### src/rtl/tick_event_pkg.sv
package tick_event_pkg;

    typedef enum logic [1:0] {
        CAP_WAIT_HIGH = 2'd0,
        CAP_ARMED     = 2'd1,
        CAP_LOW_RUN   = 2'd2
    } cap_state_e;

    typedef enum logic {
        TICK_IDLE    = 1'b0,
        TICK_PENDING = 1'b1
    } tick_state_e;

    localparam int unsigned WORD_W   = 4;
    localparam int unsigned HI_BIT   = 3;
    localparam int unsigned STAT_BIT = 2;
    localparam int unsigned ZERO_BIT = 1;
    localparam int unsigned LO_BIT   = 0;

endpackage

### src/rtl/tick_divider.sv
module tick_divider
    import tick_event_pkg::*;
#(
    parameter int unsigned TB_W = 10
) (
    input  logic clk,
    input  logic rst_n,
    input  logic cyc_en,
    input  logic tmr_test,
    output logic skip_req
);

    localparam logic [TB_W-1:0] CNT_MAX = {TB_W{1'b1}};

    logic [TB_W-1:0] cnt_q;
    logic [TB_W-1:0] cnt_d;
    tick_state_e     tick_q;
    tick_state_e     tick_d;
    logic            wrap;
    logic            test_hit;

    assign wrap     = cyc_en && (cnt_q == CNT_MAX);
    assign test_hit = cyc_en && tmr_test;

    // next-state logic
    always_comb begin
        cnt_d  = cnt_q;
        tick_d = tick_q;
        if (cyc_en) begin
            cnt_d = cnt_q + 1'b1;
        end
        unique case (tick_q)
            TICK_IDLE: begin
                if (wrap) begin
                    tick_d = TICK_PENDING;           // WRAP
                end
            end
            TICK_PENDING: begin
                if (test_hit && !wrap) begin
                    tick_d = TICK_IDLE;              // CONSUME
                end
            end
            default: tick_d = TICK_IDLE;
        endcase
    end

    // state register
    always_ff @(posedge clk or negedge rst_n) begin
        if (!rst_n) begin
            cnt_q  <= '0;
            tick_q <= TICK_IDLE;
        end else begin
            cnt_q  <= cnt_d;
            tick_q <= tick_d;
        end
    end

    // outputs
    always_comb begin
        skip_req = test_hit && (tick_q == TICK_PENDING);
    end

    AST_WRAP_SETS_FLAG: assert property (@(posedge clk) disable iff (!rst_n)
        (cyc_en && cnt_q == CNT_MAX) |=> (tick_q == TICK_PENDING));

    AST_SKIP_CLEARS_FLAG: assert property (@(posedge clk) disable iff (!rst_n)
        (skip_req && !(cyc_en && cnt_q == CNT_MAX)) |=> (tick_q == TICK_IDLE));

    AST_PENDING_HOLDS: assert property (@(posedge clk) disable iff (!rst_n)
        (tick_q == TICK_PENDING && !(cyc_en && tmr_test)) |=> (tick_q == TICK_PENDING));

    AST_IDLE_FROZEN: assert property (@(posedge clk) disable iff (!rst_n)
        !cyc_en |=> ($stable(cnt_q) && $stable(tick_q)));

endmodule

### src/rtl/pulse_catcher.sv
module pulse_catcher
    import tick_event_pkg::*;
#(
    parameter int unsigned QUAL_LEN = 2
) (
    input  logic clk,
    input  logic rst_n,
    input  logic cyc_en,
    input  logic pin,
    input  logic rd_clr,
    output logic caught
);

    localparam int unsigned    LCW      = $clog2(QUAL_LEN + 1);
    localparam logic [LCW-1:0] LAST_RUN = LCW'(QUAL_LEN - 1);

    cap_state_e     state_q;
    cap_state_e     state_d;
    logic [LCW-1:0] run_q;
    logic [LCW-1:0] run_d;
    logic           qualify;
    logic           caught_q;

    // next-state logic
    always_comb begin
        state_d = state_q;
        run_d   = run_q;
        qualify = 1'b0;
        if (cyc_en) begin
            unique case (state_q)
                CAP_WAIT_HIGH: begin
                    if (pin) begin
                        state_d = CAP_ARMED;                 // ARM
                    end
                end
                CAP_ARMED: begin
                    if (!pin) begin
                        if (QUAL_LEN <= 1) begin
                            qualify = 1'b1;                  // QUALIFY
                            state_d = CAP_WAIT_HIGH;
                        end else begin
                            state_d = CAP_LOW_RUN;           // FALL
                            run_d   = LCW'(1);
                        end
                    end
                end
                CAP_LOW_RUN: begin
                    if (pin) begin
                        state_d = CAP_ARMED;                 // GLITCH
                        run_d   = '0;
                    end else if (run_q == LAST_RUN) begin
                        qualify = 1'b1;                      // QUALIFY
                        state_d = CAP_WAIT_HIGH;
                        run_d   = '0;
                    end else begin
                        run_d = run_q + 1'b1;
                    end
                end
                default: state_d = CAP_WAIT_HIGH;
            endcase
        end
    end

    // state register
    always_ff @(posedge clk or negedge rst_n) begin
        if (!rst_n) begin
            state_q <= CAP_WAIT_HIGH;
            run_q   <= '0;
        end else begin
            state_q <= state_d;
            run_q   <= run_d;
        end
    end

    // event latch: deliberately outside reset, a set beats a clear
    always_ff @(posedge clk) begin
        if (qualify) begin
            caught_q <= 1'b1;
        end else if (cyc_en && rd_clr) begin
            caught_q <= 1'b0;
        end
    end

    // outputs
    always_comb begin
        caught = caught_q;
    end

    AST_SET_NEEDS_LOW: assert property (@(posedge clk) disable iff (!rst_n)
        $rose(caught_q) |-> $past(cyc_en && !pin));

    AST_READ_CLEARS: assert property (@(posedge clk) disable iff (!rst_n)
        (cyc_en && rd_clr && !qualify) |=> !caught_q);

    AST_SET_BEATS_READ: assert property (@(posedge clk) disable iff (!rst_n)
        qualify |=> caught_q);

endmodule

### src/rtl/tick_event_unit.sv
module tick_event_unit
    import tick_event_pkg::*;
#(
    parameter int unsigned TB_W     = 10,
    parameter int unsigned QUAL_LEN = 2
) (
    input  logic              clk,
    input  logic              rst_n,
    input  logic              cyc_en,
    input  logic              ev_hi,
    input  logic              ev_lo,
    input  logic              clk_stat,
    input  logic              tmr_test,
    input  logic              rd_lat,
    output logic              skip_req,
    output logic [WORD_W-1:0] rd_word
);

    localparam int unsigned NUM_EVT = 2;

    logic [NUM_EVT-1:0] pin_vec;
    logic [NUM_EVT-1:0] caught;

    assign pin_vec = {ev_hi, ev_lo};

    tick_divider #(
        .TB_W (TB_W)
    ) u_tick (
        .clk      (clk),
        .rst_n    (rst_n),
        .cyc_en   (cyc_en),
        .tmr_test (tmr_test),
        .skip_req (skip_req)
    );

    for (genvar g = 0; g < NUM_EVT; g++) begin : g_cap
        pulse_catcher #(
            .QUAL_LEN (QUAL_LEN)
        ) u_cap (
            .clk    (clk),
            .rst_n  (rst_n),
            .cyc_en (cyc_en),
            .pin    (pin_vec[g]),
            .rd_clr (rd_lat),
            .caught (caught[g])
        );
    end

    // read word assembly
    always_comb begin
        rd_word           = '0;
        rd_word[HI_BIT]   = caught[1];
        rd_word[STAT_BIT] = clk_stat;
        rd_word[ZERO_BIT] = 1'b0;
        rd_word[LO_BIT]   = caught[0];
    end

endmodule

### config.mk
export PLATFORM = sky130hd
export DESIGN_NAME = tick_event_unit
export DESIGN_NICKNAME = d
export VERILOG_FILES = /design/src/rtl/tick_event_pkg.sv /design/src/rtl/tick_divider.sv /design/src/rtl/pulse_catcher.sv /design/src/rtl/tick_event_unit.sv
export SDC_FILE = /design/constraint.sdc
export NUM_CORES = 1
export LEC_CHECK = 0
export ABC_AREA = 1
export BUFFER_PORTS_ARGS = -buffer_cell sky130_fd_sc_hd__buf_2
export CAP_MARGIN = 40
export CORE_MARGIN = 4
export CORE_UTILIZATION = 25
export CTS_BUF_LIST = sky130_fd_sc_hd__clkbuf_4 sky130_fd_sc_hd__clkbuf_8
export DETAILED_ROUTE_END_ITERATION = 8
export MAX_ROUTING_LAYER = met4
export PLACE_DENSITY = 0.49
export SLEW_MARGIN = 20
export SYNTH_ARGS = -nofsm -noshare
export SYNTH_HDL_FRONTEND = slang
export SYNTH_SLANG_ARGS = --single-unit
### constraint.sdc
create_clock -name clk -period 1.4 [get_ports clk]
set_clock_uncertainty 0.2 [all_clocks]
set_input_delay 0.21 -clock clk [delete_from_list [all_inputs] [get_ports clk]]
set_output_delay 0.21 -clock clk [all_outputs]
set_load 0.05 [all_outputs]
==> results list <==
* Main synth FF type: dfrtp_1
* Overflow left after global routing: 0
- DP Area: 1269 um^2
* Warnings, synthesis: 0
* Type of the most critical hold path: input pin to flip-flop
- Slowest cell on the critical path: dfrtp_1
- The flow ran to the end, and the final reports show no timing, DRC or antenna violations.
* Final-report max-slew violation count: 0
* Vias per Instance: 4.188
* Register-to-Register Path Depth: 5
- Area enclosed by the die boundary: 5799 um^2
* Width of the die: around 76 um
* Flops & latches, synth: 21
* Synth Net Count: around 160
- Routability-driven placement finished with a final weighted congestion of 0.7957.
* Number of vias after detailed routing: roughly 900
- Critical Setup Path Class: flip-flop to primary output
- IR analysis of the VDD net gives a maximum drop of 0.3786 mV.
* Worst Path Buf+Inv: 2
* Multi-input gate area in the final layout: 534.3 um^2
- The HPWL after detailed placement is around 1500 um.
- Max-cap violation count: 0
- CTS built an H-tree with a depth of 1.
- Diode insertion count for antenna repair: 0
- In the layout the commonest cells are 39 x nand2_1, 19 x inv_1, 19 x dfrtp_1.
* Clock net sink count: 21
- Registers take 515.5 um^2.
* Worst reg2reg path startpoint: u_tick.cnt_q[1]$_DFFE_PN0P_
- The cell family contributing the most delay on the critical path is flip-flops.
- Pin count of the biggest net entering global routing: 20
- Hold Vio Cnt, Final: 0
- For this run, the slowest stage of the critical path takes approximately 370 ps.
* Worst path arrival time: between 900 and 1000 ps
* Count of cell instances traversed by the critical path: 3
* Synth async-reset ratio: 0.9048
- CP endpoint kind: primary output
* Total chip power: about 2.0 mW
- Minimum setup slack after placement: roughly 73 ps
- Worst reg2reg path endpoint: u_tick.cnt_q[4]$_DFFE_PN0P_
* Minimum clock period after layout: 1342 ps
* Critical path destination: skip_req
- The setup check on the worst reg-to-reg path leaves a slack of 90 ps.
* Top-level port count: 13
- WP data required: 990 ps
- In the final routed layout, each cell accounts on average for 9.254 um.
- Max Clk Rate: 0.7450 GHz
* Cell chain of the critical path: inv_2 > nor2_4 > buf_6
* Library cell used as clock root buffer: clkbuf_8
- Net count reported at finish: roughly 170
* Row count: 24
* Count of distinct cell types in the synthesized netlist: 24
- Initial cell density of the core: 0.2630
- Start point of the critical path: u_tick.tick_q$_DFF_PN0_
* Most common cell after layout, fill and taps aside: nand2_1
- The average instance in the mapped netlist occupies 7.845 um^2.
- The detailed router finished its first iteration with between 50 and 60 violations.
- The number of global-route vias before repair is 841.
- After routing, the total negative slack on setup checks comes to 0 ps.
* Layout cell share with drive strength beyond 1: 0.2112
- The mapped netlist covers 1161 um^2.
- Crit-path max FO: 2
- Post-Synthesis Cells: ~150
- Global-route usage over all layers: 0.07735
* Number of port buffers: 9
* RSZ-0062 raised after global routing: no
- EDFF count, synth: 0
* Clock buffer count from CTS: 3
* Portion of the clock cycle consumed by the worst path in the final layout: 0.9588
- For the worst-skew pair, the clock arrives at the later sink with an insertion delay of 250 ps.
- Crit start category: flip-flop
* Register clock-pin slew on the reported worst setup and hold paths: 70 ps
* CTS tree: done
* Post-route antenna net violation count: 0
* Iteration count of the initial detailed-routing pass: 4
* Leak: just under 0.7 nW
* Total wire length after detailed routing: ~2000 um
* Final design instance area without fill: 1361 um^2
* Remaining routing DRC violations: 0
- Post-synthesis sequential area ratio: 0.4440
* Number of buffers on the longest clock path: 2
* Layout filler cell count: 466
- Power spread over the standard cell area amounts to 1467 nW/um^2.
* Die Height: around 76 um
- Area growth from synthesis to layout: 17.24%
- Wire length of the first global-routing pass: 3643 um
* Worst-case setup margin in the final layout: around 58 ps
- Floorplan core area: approximately 4400 um^2
- Final setup viols: 0
* Number of antenna violations at the first check in global routing: 0
metrics by stage:
| step | utilization | cells | hold WS, ps |
|---|---|---|---|
| final | 0.3084 | 213 | 30.97 |
| after global routing | 0.3084 | 213 | 42.15 |
| after CTS | 0.3013 | 211 | 21.67 |
| after detailed placement | 0.2874 | 206 | -19.26 |
| after global placement | 0.2874 | 206 | -19.07 |
| after floorplan | - | 148 | -285.6 |
flip-flops by register name, indices dropped and copies added, names as in the netlist:
register             cells
u_tick.cnt_q            10
g_cap.u_cap.run_q        4
u_tick.tick_q            1
g_cap.u_cap.state_q      4
g_cap.u_cap.caught       2
per-layer routing:
layer | global-route usage | share of wire
met5 | - | 0
met4 | 0.04720 | 0.017
met3 | 0.01418 | 0.029
met2 | 0.1096 | 0.44
met1 | 0.1015 | 0.52
where the power goes:
group / total, mW / leakage (nW) / internal [mW] / switching [mW]
Clock: 0.408 / 0.0262 / 0.222 / 0.187
Combinational: 0.645 / 0.391 / 0.274 / 0.370
Sequential: 0.944 / 0.255 / 0.761 / 0.183
Total: 2.00 / 0.673 / 1.26 / 0.740
cells by family (layout without fill, tap and decap cells):
group	after synthesis	in the layout	synth area share
compound gates	13	13	0.06035
simple gates	78	78	0.3244
fa+ha+maj	1	1	0.01077
buf+inv	29	42	0.1131
flops	21	21	0.4440
xor+xnor	5	5	0.04418
other cells	1	1	0.003230
synth_stat cells (3+ instances only):
master   number  area share
xor2_1        4       0.030
dfrtp_1      19        0.41
nor2_1        7       0.023
nand3_1      17       0.073
o21ai_1       5       0.022
buf_4         6       0.039
nand2_1      39        0.13
inv_2         3      0.0097
nand4_1       5       0.027
inv_1        20       0.065
nand2_2       4       0.022
o21ai_0       4       0.017
cell type report:
cell class,count,area share
repair buffers,15,0.08180
flip-flops and latches,21,0.3787
clock buffers,4,0.03585
multi-input cells,98,0.3925
inverters,23,0.06342
well taps,52,0.04779
how the worst min path moves through the flow:
stage               startpoint                                   to  slack (ps)  cells past startpoint
finish                   ev_hi   g_cap[1].u_cap.caught$_SDFFE_PP1P_          30                      2
global route             ev_hi   g_cap[1].u_cap.caught$_SDFFE_PP1P_          40                      2
CTS                      ev_hi   g_cap[1].u_cap.caught$_SDFFE_PP1P_          20                      2
detailed placement       rst_n  g_cap[1].u_cap.run_q[1]$_DFFE_PN0P_         -20                      1
global placement         rst_n  g_cap[1].u_cap.run_q[1]$_DFFE_PN0P_         -20                      1
floorplan                rst_n  g_cap[0].u_cap.run_q[0]$_DFFE_PN0P_        -290                      0
repair_timing:
action,in CTS,in global routing
setup endpoints to repair,1,2
resized for setup,1,4
endpoints found under the hold margin,19,0
hold buffers,1,0
buffers inserted,0,2
pin swaps,0,1
(Power assumes the default switching activity.)
